--- src/rtl/gpio_bank_pkg.sv ---
package gpio_bank_pkg;
   // function codes held in each pad field
   localparam logic [2:0] FN_INPUT  = 3'b000;
   localparam logic [2:0] FN_OUTPUT = 3'b001;
   // word indices (byte offset / 4) of the banked register groups
   localparam int SET_BASE_WORD = 7;   // 0x1C
   localparam int CLR_BASE_WORD = 10;  // 0x28
   localparam int LVL_BASE_WORD = 13;  // 0x34
endpackage

--- src/rtl/gpio_func_regs.sv ---
module gpio_func_regs
   import gpio_bank_pkg::*;
#(
   parameter int NUM_PINS       = 54,
   parameter int FIELD_W        = 3,
   parameter int FIELDS_PER_REG = 10,
   parameter int WIDX_W         = 4,
   localparam int SEL_BITS      = FIELD_W * FIELDS_PER_REG
) (
   input  logic                clk,
   input  logic                rst_n,
   input  logic                wr_en,
   input  logic [WIDX_W-1:0]   wr_word,
   input  logic [SEL_BITS-1:0] wr_data,
   input  logic [WIDX_W-1:0]   rd_word,
   output logic [SEL_BITS-1:0] rd_data,
   output logic [NUM_PINS-1:0] out_en
);
   logic [FIELD_W-1:0] fsel_q [NUM_PINS];

   always_ff @(posedge clk or negedge rst_n) begin
      if (!rst_n) begin
         for (int p = 0; p < NUM_PINS; p++) fsel_q[p] <= FIELD_W'(FN_INPUT);
      end else if (wr_en) begin
         for (int p = 0; p < NUM_PINS; p++) begin
            if (wr_word == WIDX_W'(p / FIELDS_PER_REG))
               fsel_q[p] <= wr_data[FIELD_W*(p % FIELDS_PER_REG) +: FIELD_W];
         end
      end
   end

   // repack the fields of the addressed word; unused slots stay zero
   always_comb begin
      rd_data = '0;
      for (int p = 0; p < NUM_PINS; p++) begin
         if (rd_word == WIDX_W'(p / FIELDS_PER_REG))
            rd_data[FIELD_W*(p % FIELDS_PER_REG) +: FIELD_W] = fsel_q[p];
      end
   end

   for (genvar p = 0; p < NUM_PINS; p++) begin : g_oe
      assign out_en[p] = (fsel_q[p] == FIELD_W'(FN_OUTPUT));
   end
endmodule

--- src/rtl/gpio_out_latch.sv ---
module gpio_out_latch #(
   parameter int NUM_PINS = 54,
   parameter int DATA_W   = 32,
   parameter int WIDX_W   = 4
) (
   input  logic                clk,
   input  logic                rst_n,
   input  logic                set_en,
   input  logic                clr_en,
   input  logic [WIDX_W-1:0]   bank_sel,
   input  logic [DATA_W-1:0]   wr_data,
   output logic [NUM_PINS-1:0] level_q
);
   always_ff @(posedge clk or negedge rst_n) begin
      if (!rst_n) begin
         level_q <= '0;
      end else begin
         for (int p = 0; p < NUM_PINS; p++) begin
            if (bank_sel == WIDX_W'(p / DATA_W) && wr_data[p % DATA_W]) begin
               if (set_en)      level_q[p] <= 1'b1;
               else if (clr_en) level_q[p] <= 1'b0;
            end
         end
      end
   end
endmodule

--- src/rtl/gpio_in_sync.sv ---
module gpio_in_sync #(
   parameter int NUM_PINS = 54,
   parameter int STAGES   = 2
) (
   input  logic                clk,
   input  logic                rst_n,
   input  logic [NUM_PINS-1:0] pad_in,
   output logic [NUM_PINS-1:0] pad_sync
);
   if (STAGES < 2) begin : g_bad_depth
      $error("gpio_in_sync: STAGES must be at least 2");
   end

   logic [NUM_PINS-1:0] stage_q [STAGES];

   always_ff @(posedge clk or negedge rst_n) begin
      if (!rst_n) begin
         for (int s = 0; s < STAGES; s++) stage_q[s] <= '0;
      end else begin
         stage_q[0] <= pad_in;
         for (int s = 1; s < STAGES; s++) stage_q[s] <= stage_q[s-1];
      end
   end

   assign pad_sync = stage_q[STAGES-1];
endmodule

--- src/rtl/gpio_bank_ctrl.sv ---
module gpio_bank_ctrl
   import gpio_bank_pkg::*;
#(
   parameter int NUM_PINS       = 54,
   parameter int DATA_W         = 32,
   parameter int ADDR_W         = 6,
   parameter int FIELD_W        = 3,
   parameter int FIELDS_PER_REG = 10,
   parameter int SYNC_STAGES    = 2
) (
   input  logic                clk,
   input  logic                rst_n,
   input  logic [ADDR_W-1:0]   bus_addr,
   input  logic                bus_wr,
   input  logic [DATA_W-1:0]   bus_wdata,
   output logic [DATA_W-1:0]   bus_rdata,
   input  logic [NUM_PINS-1:0] pad_in,
   output logic [NUM_PINS-1:0] pad_out,
   output logic [NUM_PINS-1:0] pad_oe
);
   localparam int WIDX_W    = ADDR_W - 2;
   localparam int NUM_SEL   = (NUM_PINS + FIELDS_PER_REG - 1) / FIELDS_PER_REG;
   localparam int NUM_BANKS = (NUM_PINS + DATA_W - 1) / DATA_W;
   localparam int SEL_BITS  = FIELD_W * FIELDS_PER_REG;

   if (SEL_BITS > DATA_W) begin : g_bad_pack
      $error("gpio_bank_ctrl: packed fields exceed the data width");
   end
   if (NUM_SEL > SET_BASE_WORD || SET_BASE_WORD + NUM_BANKS > CLR_BASE_WORD ||
       CLR_BASE_WORD + NUM_BANKS > LVL_BASE_WORD) begin : g_bad_map
      $error("gpio_bank_ctrl: register groups overlap");
   end
   if (LVL_BASE_WORD + NUM_BANKS > (1 << WIDX_W)) begin : g_bad_addr
      $error("gpio_bank_ctrl: address too narrow for the register map");
   end

   logic [WIDX_W-1:0] word;
   logic              aligned, sel_hit, set_hit, clr_hit, lvl_hit;
   logic [WIDX_W-1:0] bank_sel;
   logic [SEL_BITS-1:0] sel_rd;
   logic [NUM_PINS-1:0] pad_sync;
   logic [NUM_BANKS*DATA_W-1:0] lvl_wide;
   int                lvl_idx;

   assign word    = bus_addr[ADDR_W-1:2];
   assign aligned = (bus_addr[1:0] == 2'b00);
   assign sel_hit = aligned && (int'(word) < NUM_SEL);
   assign set_hit = aligned && (int'(word) >= SET_BASE_WORD) &&
                    (int'(word) < SET_BASE_WORD + NUM_BANKS);
   assign clr_hit = aligned && (int'(word) >= CLR_BASE_WORD) &&
                    (int'(word) < CLR_BASE_WORD + NUM_BANKS);
   assign lvl_hit = aligned && (int'(word) >= LVL_BASE_WORD) &&
                    (int'(word) < LVL_BASE_WORD + NUM_BANKS);
   assign bank_sel = set_hit ? word - WIDX_W'(SET_BASE_WORD)
                             : word - WIDX_W'(CLR_BASE_WORD);
   assign lvl_idx  = int'(word) - LVL_BASE_WORD;

   gpio_func_regs #(
      .NUM_PINS(NUM_PINS), .FIELD_W(FIELD_W),
      .FIELDS_PER_REG(FIELDS_PER_REG), .WIDX_W(WIDX_W)
   ) u_func (
      .clk(clk), .rst_n(rst_n),
      .wr_en(bus_wr && sel_hit), .wr_word(word),
      .wr_data(bus_wdata[SEL_BITS-1:0]),
      .rd_word(word), .rd_data(sel_rd), .out_en(pad_oe)
   );

   gpio_out_latch #(
      .NUM_PINS(NUM_PINS), .DATA_W(DATA_W), .WIDX_W(WIDX_W)
   ) u_latch (
      .clk(clk), .rst_n(rst_n),
      .set_en(bus_wr && set_hit), .clr_en(bus_wr && clr_hit),
      .bank_sel(bank_sel), .wr_data(bus_wdata), .level_q(pad_out)
   );

   gpio_in_sync #(
      .NUM_PINS(NUM_PINS), .STAGES(SYNC_STAGES)
   ) u_sync (
      .clk(clk), .rst_n(rst_n), .pad_in(pad_in), .pad_sync(pad_sync)
   );

   always_comb begin
      lvl_wide = '0;
      lvl_wide[NUM_PINS-1:0] = pad_sync;
   end

   always_comb begin
      bus_rdata = '0;
      if (sel_hit)
         bus_rdata[SEL_BITS-1:0] = sel_rd;
      else if (lvl_hit)
         bus_rdata = lvl_wide[lvl_idx*DATA_W +: DATA_W];
   end
endmodule

--- config.mk ---
export PLATFORM = sky130hd
export DESIGN_NAME = gpio_bank_ctrl
export DESIGN_NICKNAME = d
export VERILOG_FILES = /design/src/rtl/gpio_bank_pkg.sv /design/src/rtl/gpio_func_regs.sv /design/src/rtl/gpio_out_latch.sv /design/src/rtl/gpio_in_sync.sv /design/src/rtl/gpio_bank_ctrl.sv
export SDC_FILE = /design/constraint.sdc
export NUM_CORES = 1
export LEC_CHECK = 0
export ABC_AREA = 1
export BUFFER_PORTS_ARGS = -buffer_cell sky130_fd_sc_hd__buf_2
export CORE_UTILIZATION = 50
export CTS_BUF_LIST = sky130_fd_sc_hd__clkbuf_4
export DETAILED_ROUTE_END_ITERATION = 12
export PLACE_DENSITY = 0.7
export SYNTH_ARGS = -nofsm -noshare
export SYNTH_HDL_FRONTEND = slang
export SYNTH_HIERARCHICAL = 1
export SYNTH_SLANG_ARGS = --single-unit
--- constraint.sdc ---
create_clock -name clk -period 2 [get_ports clk]
set_input_delay 0.2 -clock clk [delete_from_list [all_inputs] [get_ports clk]]
set_output_delay 0.2 -clock clk [all_outputs]
set_load 0.005 [all_outputs]
==> results.md <==
- CTS Buffer Depth: 3
- Leading cell types by count after synthesis: nand2_1 (546), dfrtp_1 (324), nand3_1 (200), o21ai_0 (160), inv_1 (112)
- Ys Warns: 6
- Core Box Area: about 29,000 um2
- PD cells: 781 nW/um2
- CTS H-tree depth: 3
- Chip Height: around 170 um
- Num ports: about 240
- CP Class: reg -> out
- Reg2Reg Depth: 4
- Post-synth top area share: 0.554
- Clock-pin slew on the worst setup and hold paths: ~70 ps
- Hpwl dp: about 28,000 um
- Final period util: 1.03
- Count leader, synth: nand2_1
- CP dominant cell by count: nand2_1
- Hold Crit Class: in -> reg
- Area Overhead vs Synth: 29.5%
- Crit path buf inv count: 2
- CTS Root Cell: clkbuf_4
- Period minus WS final: between 2000 and 2500 ps
- Net Sw Power: roughly 3.9 mW
- Pwr Total: 14.8 mW
- FF-to-FF Start: u_func/fsel_q[150]
- Least-Margin Pin Slew: just under 700 ps
- R2R Setup Slk: 1090 ps
- Pre-Repair DR Iteration Count: 6
- Setup_tns: -125 ps
- Count of cell instances traversed by the critical path: 7
- Clock sinks: about 320
- Final setup fails: 6
- Nets@finish: 2,171
- Int Power: about 11 mW
- First-pass GRT wire length: slightly below 70,000 um
- Comb power frac: 0.109
- Sw Share: 0.260
- Post-synth EDFFs: 0
- Relative slew slack: 0.549
- Final Hold Violating Endpoints: 0
- RSZ-0062 raised after global routing: yes
- Syn_area_per_cell: slightly below 9 um2
- DIE AREA: between 20,000 and 30,000 um2
- Crit-path cells: nand3_1 > nand2_1 > inv_1 > nand4_1 > nand2_2 > nand2_1 > buf_2
- CP max-delay cell: dfrtp_1
- Worst Path Required: 1800 ps
- Post-synth cell types: 31
- Final non-filler cell total: 2,514
- Reg power frac: 0.480
- GRT Util Overall: 0.291
- Clock skew: 38.9 ps
- Die Wd: between 150 and 200 um
- Worst hold path startpoint: pad_in[26]
- Initial antenna violation count: 3
- Syn Nets: 1,793
- Critical path's top delay family: simple AND/OR/NAND/NOR gates
- Total congestion overflow: 0
- Status: finished, violations left
- Core Rows: 62
- Hold endpoint: u_sync/stage_q[80]
- Startpoint Class: flip-flop
- Mapped Area: roughly 15,000 um2
- Slowest stage delay, CP: a little under 400 ps
- Avg Vias per Cell: 5.18
- Fin util: 0.659
- Worst EP arrival: 1870 ps
- Initial detailed-routing violation count: between 1,000 and 1,500
- Final worst setup slack: -65.4 ps
- Synthesized instance count: 1,691
- Ys flop type: dfrtp_1
- Asr flop ratio synth: 1.00
- Critical path fanouts, max: 2
- Gpl congestion: 0.900
- Initial cell density of the core: 0.509
- Yosys top cell by area: dfrtp_1
- Routed WL: between 40,000 and 50,000 um
- Leak pwr: 9.92 nW
- Violated checks: setup timing
- Fmax: between 400 and 500 MHz
- CP Capture Type: primary output
- DRC: 0
- Layout cells sized above 1: 0.299
- Slew Limit Fails: 0
- VDD IR-drop max: approximately 0.7 mV
- Area contributors post-synth: dfrtp_1 (55%), nand2_1 (14%), nand3_1 (6.8%)
- Largest net degree at the start of global routing: 72
- Vias post-DR: 13,013
- Clock power frac: 0.411
- CTS tree: yes
- Port Buf Inserts: about 230
- Seq/Total Area, Yosys: 0.554
- Reg2reg end: u_func/fsel_q[150]
- Placed Cells incl. Taps: 2,219
- Total of max-cap violations: 0
- Hold Path Stages: 2
- Number of global-route vias before repair: 12,710
- Wirelength per Cell: 17.3 um
- Synth Register Bits: ~320
- Routed Antenna Nets: 0
- CTS Buf Count: 85
- Clk Latency, worst-skew pair: 720 ps
worst max-delay path by stage:
| stage | endpoint | startpoint | slack (ps) |
|---|---|---|---|
| after floorplan | u_latch/level_q[20] | bus_addr[2] | 50 |
| after CTS | bus_rdata[22] | u_func/fsel_q[109] | -60 |
| final | bus_rdata[22] | u_func/fsel_q[139] | -70 |
| after global placement | bus_rdata[18] | bus_addr[2] | 80 |
| after global routing | bus_rdata[24] | u_func/fsel_q[135] | -130 |
| after detailed placement | u_latch/level_q[15] | bus_addr[2] | 20 |
placed cells by master (no fill, tap or decap), types with 32 or more instances in the layout:
cell type	netlist	layout
buf_2	23	224
buf_4	73	90
clkbuf_4	0	126
dfrtp_1	324	324
dlygate4sd3_1	0	88
inv_1	112	104
nand2_1	546	499
nand2_2	3	50
nand3_1	200	177
nor2_1	61	40
nor2_4	26	36
nor3b_1	36	32
o21ai_0	160	152
per-layer routing:
layer  global-route usage  up-vias  share of wire
li1                     -     6160              -
met1                0.392     6215           0.42
met2                0.456      559           0.47
met3               0.0631       79          0.079
met4                0.125        0          0.032
met5                    0        -              0
cell families after synthesis:
family / share of synthesized area
simple gates: 0.281
flops: 0.554
buf+inv: 0.0931
compound gates: 0.0633
fa+ha+maj: 0.00598
xor+xnor: 0.00239
per-stage QoR:
step,instance area [um2],hold slack (ps),worst slack (ps)
after floorplan,14600,-95.6,49.4
after global placement,16100,152,77.0
after detailed placement,16100,150,17.4
after CTS,18500,73.0,-61.1
after global routing,19000,92.2,-129
final,19000,123,-65.4
registers in the layout, indices dropped and copies added (netlist names):
register         flops
u_sync/pad_sync     54
u_latch/level_q     54
u_func/fsel_q      162
u_sync/stage_q      54
layout make-up:
cell class | instances | area, um2
inverter | 118 | 445
clock buffer | 126 | 946
multi-input combinational | 1106 | 5560
clock inverter | 19 | 188
sequential | 324 | 8110
antenna | 3 | 7.51
tap | 384 | 480
timing repair buffer | 434 | 3230
fill | 2283 | 9820
power by group through the flow:
stage | clock, mW | combinational, mW | sequential, mW
4_1_cts | 6.15 | 1.53 | 7.10
5_1_grt | 6.57 | 1.77 | 7.14
6_report | 6.09 | 1.61 | 7.11
3_3_place_gp | 0 | 1.26 | 7.22
2_1_floorplan | 0 | 0.733 | 7.18
3_5_place_dp | 0 | 1.29 | 7.24
timing repair:
item,CTS,global route
pin swaps,97,76
buffers inserted,41,17
resized for setup,57,78
hold buffers,89,0
setup endpoints to repair,30,46
endpoints found under the hold margin,590,0
Power figures use the tool's default switching activity.
